$ cat config.mk
export PLATFORM = sky130hd
export DESIGN_NAME = insn_cycle_seq
export DESIGN_NICKNAME = d
export VERILOG_FILES = /design/src/rtl/icseq_pkg.sv /design/src/rtl/icseq_phase.sv /design/src/rtl/icseq_ctrl.sv /design/src/rtl/insn_cycle_seq.sv
export SDC_FILE = /design/constraint.sdc
export NUM_CORES = 1
export LEC_CHECK = 0
export ABC_AREA = 1
export ABC_CLOCK_PERIOD_IN_PS = 4000
export BUFFER_PORTS_ARGS = -buffer_cell sky130_fd_sc_hd__clkbuf_2
export CORE_MARGIN = 3
export CORE_UTILIZATION = 54
export DETAILED_ROUTE_END_ITERATION = 6
export PLACE_DENSITY = 0.83
export SLEW_MARGIN = 20
export SYNTH_ARGS = -nofsm -noshare
export SYNTH_HDL_FRONTEND = slang
export SYNTH_SLANG_ARGS = --single-unit
$ cat constraint.sdc
create_clock -name clk_i -period 4 [get_ports clk_i]
set_clock_uncertainty 0.1 [all_clocks]
set_input_delay 0.2 -clock clk_i [delete_from_list [all_inputs] [get_ports clk_i]]
set_output_delay 0.2 -clock clk_i [all_outputs]
set_load 0.005 [all_outputs]
$ cat src/rtl/icseq_pkg.sv
package icseq_pkg;

    // What occupies the execute slot during the current instruction cycle.
    typedef enum logic [1:0] {
        SLOT_RUN    = 2'd0,  // ordinary word (may still turn out to be a stray)
        SLOT_CONT   = 2'd1,  // second word of a two-word instruction
        SLOT_BUBBLE = 2'd2   // injected or reset NOP
    } slot_e;

endpackage

$ cat src/rtl/icseq_phase.sv
module icseq_phase #(
    parameter int PHASES = 4
) (
    input  logic              clk_i,
    input  logic              rst_i,
    output logic [PHASES-1:0] phase_o,
    output logic              last_o
);

    localparam int CNT_W = (PHASES > 1) ? $clog2(PHASES) : 1;

    typedef struct packed {
        logic [CNT_W-1:0] cnt;
    } ph_state_t;

    ph_state_t st_d, st_q;

    always_comb begin
        st_d = st_q;
        if (last_o) begin
            st_d.cnt = '0;
        end else begin
            st_d.cnt = st_q.cnt + CNT_W'(1);
        end
    end

    always_ff @(posedge clk_i) begin
        if (rst_i) begin
            st_q <= '0;
        end else begin
            st_q <= st_d;
        end
    end

    assign last_o = (st_q.cnt == CNT_W'(PHASES - 1));

    for (genvar g = 0; g < PHASES; g++) begin : g_strobe
        assign phase_o[g] = (st_q.cnt == CNT_W'(g));
    end

endmodule

$ cat src/rtl/icseq_ctrl.sv
module icseq_ctrl
    import icseq_pkg::*;
#(
    parameter int                WORD_W   = 16,
    parameter int                PFX_W    = 4,
    parameter logic [WORD_W-1:0] NOP_WORD = '0
) (
    input  logic              clk_i,
    input  logic              rst_i,
    input  logic              adv_i,
    input  logic [WORD_W-1:0] fetch_word_i,
    input  logic              two_word_i,
    input  logic              taken_i,
    output logic [WORD_W-1:0] exec_word_o,
    output logic              nop_o,
    output logic              cont_o
);

    localparam logic [PFX_W-1:0] PFX_ONES = '1;

    typedef struct packed {
        logic [WORD_W-1:0] cur_word;
        slot_e             cur_slot;
        logic [WORD_W-1:0] pref_word;
        logic              pref_bubble;
    } seq_t;

    seq_t st_d, st_q;

    logic stray;
    logic active;
    logic opens_pair;
    logic flush;

    always_comb begin
        stray      = (st_q.cur_slot == SLOT_RUN) &&
                     (st_q.cur_word[WORD_W-1 -: PFX_W] == PFX_ONES);
        active     = ((st_q.cur_slot == SLOT_RUN) && !stray) ||
                     (st_q.cur_slot == SLOT_CONT);
        opens_pair = (st_q.cur_slot == SLOT_RUN) && !stray && two_word_i;
        flush      = active && taken_i && !opens_pair;

        st_d = st_q;
        if (adv_i) begin
            st_d.pref_word   = fetch_word_i;
            st_d.pref_bubble = 1'b0;
            if (flush) begin
                st_d.cur_word = NOP_WORD;
                st_d.cur_slot = SLOT_BUBBLE;
            end else if (st_q.pref_bubble) begin
                st_d.cur_word = NOP_WORD;
                st_d.cur_slot = SLOT_BUBBLE;
            end else begin
                st_d.cur_word = st_q.pref_word;
                st_d.cur_slot = opens_pair ? SLOT_CONT : SLOT_RUN;
            end
        end
    end

    always_ff @(posedge clk_i) begin
        if (rst_i) begin
            st_q.cur_word    <= NOP_WORD;
            st_q.cur_slot    <= SLOT_BUBBLE;
            st_q.pref_word   <= NOP_WORD;
            st_q.pref_bubble <= 1'b1;
        end else begin
            st_q <= st_d;
        end
    end

    assign exec_word_o = st_q.cur_word;
    assign nop_o       = (st_q.cur_slot == SLOT_BUBBLE) || stray;
    assign cont_o      = (st_q.cur_slot == SLOT_CONT);

endmodule

$ cat src/rtl/insn_cycle_seq.sv
module insn_cycle_seq #(
    parameter int                WORD_W   = 16,
    parameter int                PHASES   = 4,
    parameter int                PFX_W    = 4,
    parameter logic [WORD_W-1:0] NOP_WORD = '0
) (
    input  logic              clk_i,
    input  logic              rst_i,
    input  logic [WORD_W-1:0] fetch_word_i,
    input  logic              two_word_i,
    input  logic              taken_i,
    output logic [PHASES-1:0] phase_o,
    output logic              fetch_adv_o,
    output logic              exec_en_o,
    output logic              nop_o,
    output logic [WORD_W-1:0] exec_word_o
);

    logic last_w;
    logic cont_w;

    icseq_phase #(
        .PHASES(PHASES)
    ) u_phase (
        .clk_i  (clk_i),
        .rst_i  (rst_i),
        .phase_o(phase_o),
        .last_o (last_w)
    );

    icseq_ctrl #(
        .WORD_W  (WORD_W),
        .PFX_W   (PFX_W),
        .NOP_WORD(NOP_WORD)
    ) u_ctrl (
        .clk_i       (clk_i),
        .rst_i       (rst_i),
        .adv_i       (last_w),
        .fetch_word_i(fetch_word_i),
        .two_word_i  (two_word_i),
        .taken_i     (taken_i),
        .exec_word_o (exec_word_o),
        .nop_o       (nop_o),
        .cont_o      (cont_w)
    );

    assign fetch_adv_o = last_w;
    assign exec_en_o   = phase_o[0] && !nop_o;

endmodule

== Yosys cells after proc, flatten, opt, wreduce, memory -nomap -nowiden ==
Cells that the tools add are included.

* Register bits: 37
* Output and inout port bits: 23
* Bits of input ports: 20
* Logic and storage cells: 29

* Add/sub/neg operators: 1
* Eq/ne operators: 6
* Muxes and demuxes: 3
* Reductions and logical operators: 14

{| class="wikitable"
|+ Operators with widths
! operator !! count
|-
| $mux W18 || 2
|-
| $eq A2 B2 Y1 const B || 3
|-
| $logic_and A1 B1 Y1 || 6
|-
| $eq A2 B1 Y1 const B || 2
|-
| $eq A4 B4 Y1 const B || 1
|-
| $logic_not A2 Y1 || 2
|-
| $logic_not A1 Y1 || 3
|-
| $add A2 B1 Y2 const B || 1
|-
| $logic_or A1 B1 Y1 || 2
|-
| $reduce_or A2 Y1 || 1
|-
| $mux W1 || 1
|}

== Logic depth before layout (Yosys ltp) ==
* Word-level depth: 8
* Depth in mapped cells: 9
* Mapped depth without buffers: 8

== Cells and area by module ==
A second synthesis with hierarchy kept.

* Cell total of the unflattened synthesis: 198
* Area, all modules: 1662.8 sq um

{| class="wikitable"
|+ Modules (own cells, without submodules)
! module !! instances !! area an instance (sq um) !! sequential area each (sq um) !! cells an instance
|-
| icseq_ctrl || 1 || 1525.2 || 700.7 || 181
|-
| icseq_phase || 1 || 127.6 || 40.0 || 15
|-
| insn_cycle_seq || 1 || 10.0 || 0.0 || 2
|}

== Worst setup path before layout ==
Ideal clock, no wire load.

* Path kind: reg-to-reg
* From: register u_phase.st_q[0] in the netlist's numbering
* To: register u_ctrl.st_q[18] in the netlist's numbering
* Period minus slack after synthesis: 1476 ps
* Arrival time: 1263 ps
* Path buffers: 2
* Setup slack: 2524 ps
* Library setup time: 113 ps
* Data required time: 3787 ps
* Cell stages (with the launch flop): 9
* Path through: dfxtp_1 ha_1 buf_4 nand3_2 nor2_1 nand2_1 nand2_2 buf_6 nor2_1

* Longest elaborated chain between the ends: 1

{| class="wikitable"
|+ Ends and longest elaborated chain
! element !! RTL line !! text
|-
| start: declaration || icseq_phase.sv:16 || <nowiki>ph_state_t st_d, st_q;</nowiki>
|-
| start signal: assignment || icseq_phase.sv:31 || <nowiki>st_q <= st_d;</nowiki>
|-
| $eq A2 B2 Y1 || icseq_phase.sv:35 || <nowiki>assign last_o = (st_q.cnt == CNT_W'(PHASES - 1));</nowiki>
|-
| net fetch_adv_o || insn_cycle_seq.sv:13 || <nowiki>output logic fetch_adv_o,</nowiki>
|-
| end signal: assignment || icseq_ctrl.sv:67 || <nowiki>st_q <= st_d;</nowiki>
|-
| end: declaration || icseq_ctrl.sv:28 || <nowiki>seq_t st_d, st_q;</nowiki>
|}

The timed path passes the listed nets, and every way through them passes these cells.
A chain may end at the register's enable or synchronous reset.

== Final worst setup path ==
* From: register u_phase.st_q[0] in the netlist's numbering
* To: register u_ctrl.st_q, in the netlist u_ctrl.exec_word_o[5]

* Longest elaborated chain between the ends: 1

{| class="wikitable"
|+ Ends and longest elaborated chain
! element !! RTL line
|-
| $eq A2 B2 Y1 || icseq_phase.sv:35
|}

No other way between the ends.

==> results.toml <==
[power]
peak_supply_drop_v = 0.000277
clockPowerShare_pct = 29.4
sw_frac_of_total_pct = 24.8
cellPowerDensity_mw_per_mm2 = 357
leakagePower_uw = 0.000960
power.combinational.fraction_pct = 9.9
p_switching_uw = 157
part_of_the_power_in_registers_pct = 60.7
intPower_uw = 475

[sta]
unrepaired_setup_endpoints_after_global_routing = "false"
totalNegativeSetupSlack_ps = 0
final-max-slew-violation-count = 0
setup_violations = 0
hold-worst-slack_ps = 119
clock.fmax_ghz = 0.492
finalHoldViolCount = 0
worst_pin_slew_ps = 798
relSlewSlack_pct = 46.8
final_critical_delay_including_setup_and_external_delays_ps = 2030
timing.final.crit_share_pct = 50.9

[global_route]
grt_first_pass_wirelength_mm = 4.58
number_of_global_route_vias_before_repair = 1104
global_route.usage.total_pct = 18.5
grt_overflow_total = 0
grt_start_max_net_pins = 22
grt_antenna_before_repair = 0

[clock_tree]
cts.htree.levels = 2
postCtsSetupRepairBufs = 0
cts_root_buf = "clkbuf_4"
cts-buffers-inserted = 5
cts_resized = 0
worst_skew_pair.late_latency_ps = 340
path_clk_slew_ps = 110
tritoncts = "done"
cts_hold_repair.buffers = 16
clock_sink_count = 37
clock_tree.buffer_depth = 2

[routing]
routed_via_density = 4.61
met3_wirelength_um = 160
routed_via_count = 1227
number_of_violations_reported_at_the_end_of_detailed_routing_iteration_0 = 27
drt-total-wl_mm = 2.74
dr.pass1.iters = 4
wl_per_cell_um = 10.3
maxUsedRoutingLayer = "met4"
ant_nets = 0
detailed_routed_wire_length_on_met2_mm = 1.25
drt_drc_violations_left = 0
detail_route.wirelength.met1_mm = 1.29

[worst_setup_path]
criticalPathCategory = "flop to flop"
ff2ff_path_depth = 7
timing.critical_path.from_type = "flop"
critPathTopFamily = "simple AND/OR/NAND/NOR gates"
critical_path.reg2reg.endpoint = "u_ctrl.exec_word_o[5]"
timing.reg2reg.setup_slack_ps = 1970
worst_ep_required_time_ps = 4200
timing.critical_path.cells = "ha_1 -> nand3_2 -> nor2_1 -> nand2_1 -> nand2_2 -> nand2_1 -> nand2_1"
critPathMaxStageDelay_ps = 700
critical_path.most_common_cell = "nand2_1"
endpoint_kind = "flop"
worst-endpoint-arrival_ps = 2230
crit-reg2reg-launch = "u_phase.st_q[0]"
critical_path_buf_inv_count = 0
critPathMaxFanout = 21
critical_path.slowest_cell = "ha_1"

[min_path]
whs_endpoint = "u_ctrl.st_q[17]"
hold_path_startpoint = "two_word_i"
worstHoldPathCells = 5
timing.hold.worst.class = "input pin to flop"

[run]
max_cap_viol_count = 0

[floorplanning]
initial_utilization_pct = 57.9
num_rows = 18
boundaryPins = 43
die_height_um = 58.2
die_area_sq_mm = 0.00339
floorplan_core_area_sq_mm = 0.00254
die_w_um = 58.2

[run_status]
status = "complete, no violations"

[logic_synthesis]
post_synth_instance_area_sq_mm = 0.00147
synth.yosys.seq_area_share_pct = 50.3
synth_seq_cells = 37
synth.yosys.warnings = 0
syn_inst = 193
yosys-mux-area-fraction_pct = 0
syn-mean-instance-area_sq_um = 7.64
synth_top_family_by_area = "simple AND/OR/NAND/NOR gates"
synthesis.nets = 217
synth_simple_gate_area_share_pct = 31.7
synth.distinct_cells = 17
synth_xor_area_share_pct = 0
yosys.area_share.adder_pct = 3.40
compound_gate_portion_of_the_synthesized_area_pct = 0.679

[cells_and_area]
antenna_cells = 0
fillCellCount = 225
drive_above_1_share_pct = 23.7
nNetsFinal = 259
area_growth_syn_to_layout_pct = 20.2

[place]
place.port_buffers = 42
hpwl_mm = 1.77
routabilityCongestion = 0.734
[power groups by stage]
stage          registers, uW  clock network (uW)  logic (uW)
3_3_place_gp             392                   0        49.2
4_1_cts                  384                 190        62.4
3_5_place_dp             392                   0        50.3
6_report                 384                 186        62.5
2_1_floorplan            391                   0        31.8
5_1_grt                  386                 208        71.3
[logic make-up (layout without fill, tap and decap cells)]
group | count (synthesis) | count (layout)
and+or+nand+nor | 116 | 116
adders and majority gates | 4 | 4
DFF | 37 | 37
buffers and inverters | 34 | 77
AOI/OAI and AO/OA | 2 | 2
[registers in the layout, summed over array words and instances, names as in the netlist]
signal	cells
u_ctrl.exec_word_o	16
u_phase.st_q	2
u_ctrl.st_q	19
[worst reg2reg max path, stage by stage (launching register included)]
cell,delay [ps]
dfxtp_1,390
ha_1,700
nand3_2,160
nor2_1,120
nand2_1,80
nand2_2,270
nand2_1,90
nand2_1,80
[per-stage QoR]
stage	cells	util [%]	power [uW]	instance area, sq um	setup slack, ps
6_report	266	69.6	632	1770	1970
5_1_grt	266	69.6	665	1770	1740
4_1_cts	266	69.6	636	1770	1990
3_5_place_dp	242	61.3	443	1560	2020
3_3_place_gp	242	61.3	441	1560	2040
2_1_floorplan	193	-	423	1470	2520
[cells in the final DEF (no fill, tap or decap)]
cell type / instances
buf_4: 1
clkbuf_1: 1
clkbuf_2: 42
clkbuf_4: 5
clkinv_2: 2
dfxtp_1: 37
dlygate4sd3_1: 16
ha_1: 4
inv_1: 7
inv_2: 3
nand2_1: 87
nand2_2: 1
nand3_1: 16
nand3_2: 1
nor2_1: 10
nor2_2: 1
o21ai_0: 1
o21ai_1: 1
[layout make-up]
type | count | area (sq um) | area share [%]
clock buffers | 6 | 41.3 | 2.33
clock inverters | 2 | 10.0 | 0.565
repair buffers | 59 | 378 | 21.3
flip-flops and latches | 37 | 741 | 41.8
well taps | 30 | 37.5 | 2.12
multi-input cells | 122 | 527 | 29.7
inverters | 10 | 37.5 | 2.12
[synth_stat cells (all sizes together)]
cell / number / area (sq um)
inv: 10 / 37.5
o21ai: 2 / 10.0
nor2: 11 / 43.8
buf: 23 / 165
dfxtp: 37 / 741
nand3: 17 / 90.1
ha: 4 / 50.1
clkbuf: 1 / 3.75
nand2: 88 / 333
[metal layers]
metal	vias up	GRT usage, %
met3	7	7.35
met2	33	31.0
met1	530	21.1
li1	657	-
met5	-	0
met4	0	6.95
[worst max-delay path by stage]
| stage | startpoint | end | depth (start not counted) |
|---|---|---|---|
| 6_report | u_phase.st_q[0] | u_ctrl.exec_word_o[5] | 7 |
| 5_1_grt | u_phase.st_q[0] | u_ctrl.exec_word_o[2] | 7 |
| 4_1_cts | u_phase.st_q[0] | u_ctrl.exec_word_o[8] | 5 |
| 3_5_place_dp | u_phase.st_q[0] | u_ctrl.exec_word_o[8] | 5 |
| 3_3_place_gp | u_phase.st_q[0] | u_ctrl.exec_word_o[7] | 5 |
| 2_1_floorplan | u_phase.st_q[0] | u_ctrl.st_q[18] | 8 |
No activity file was read; power rests on OpenSTA's default activity.
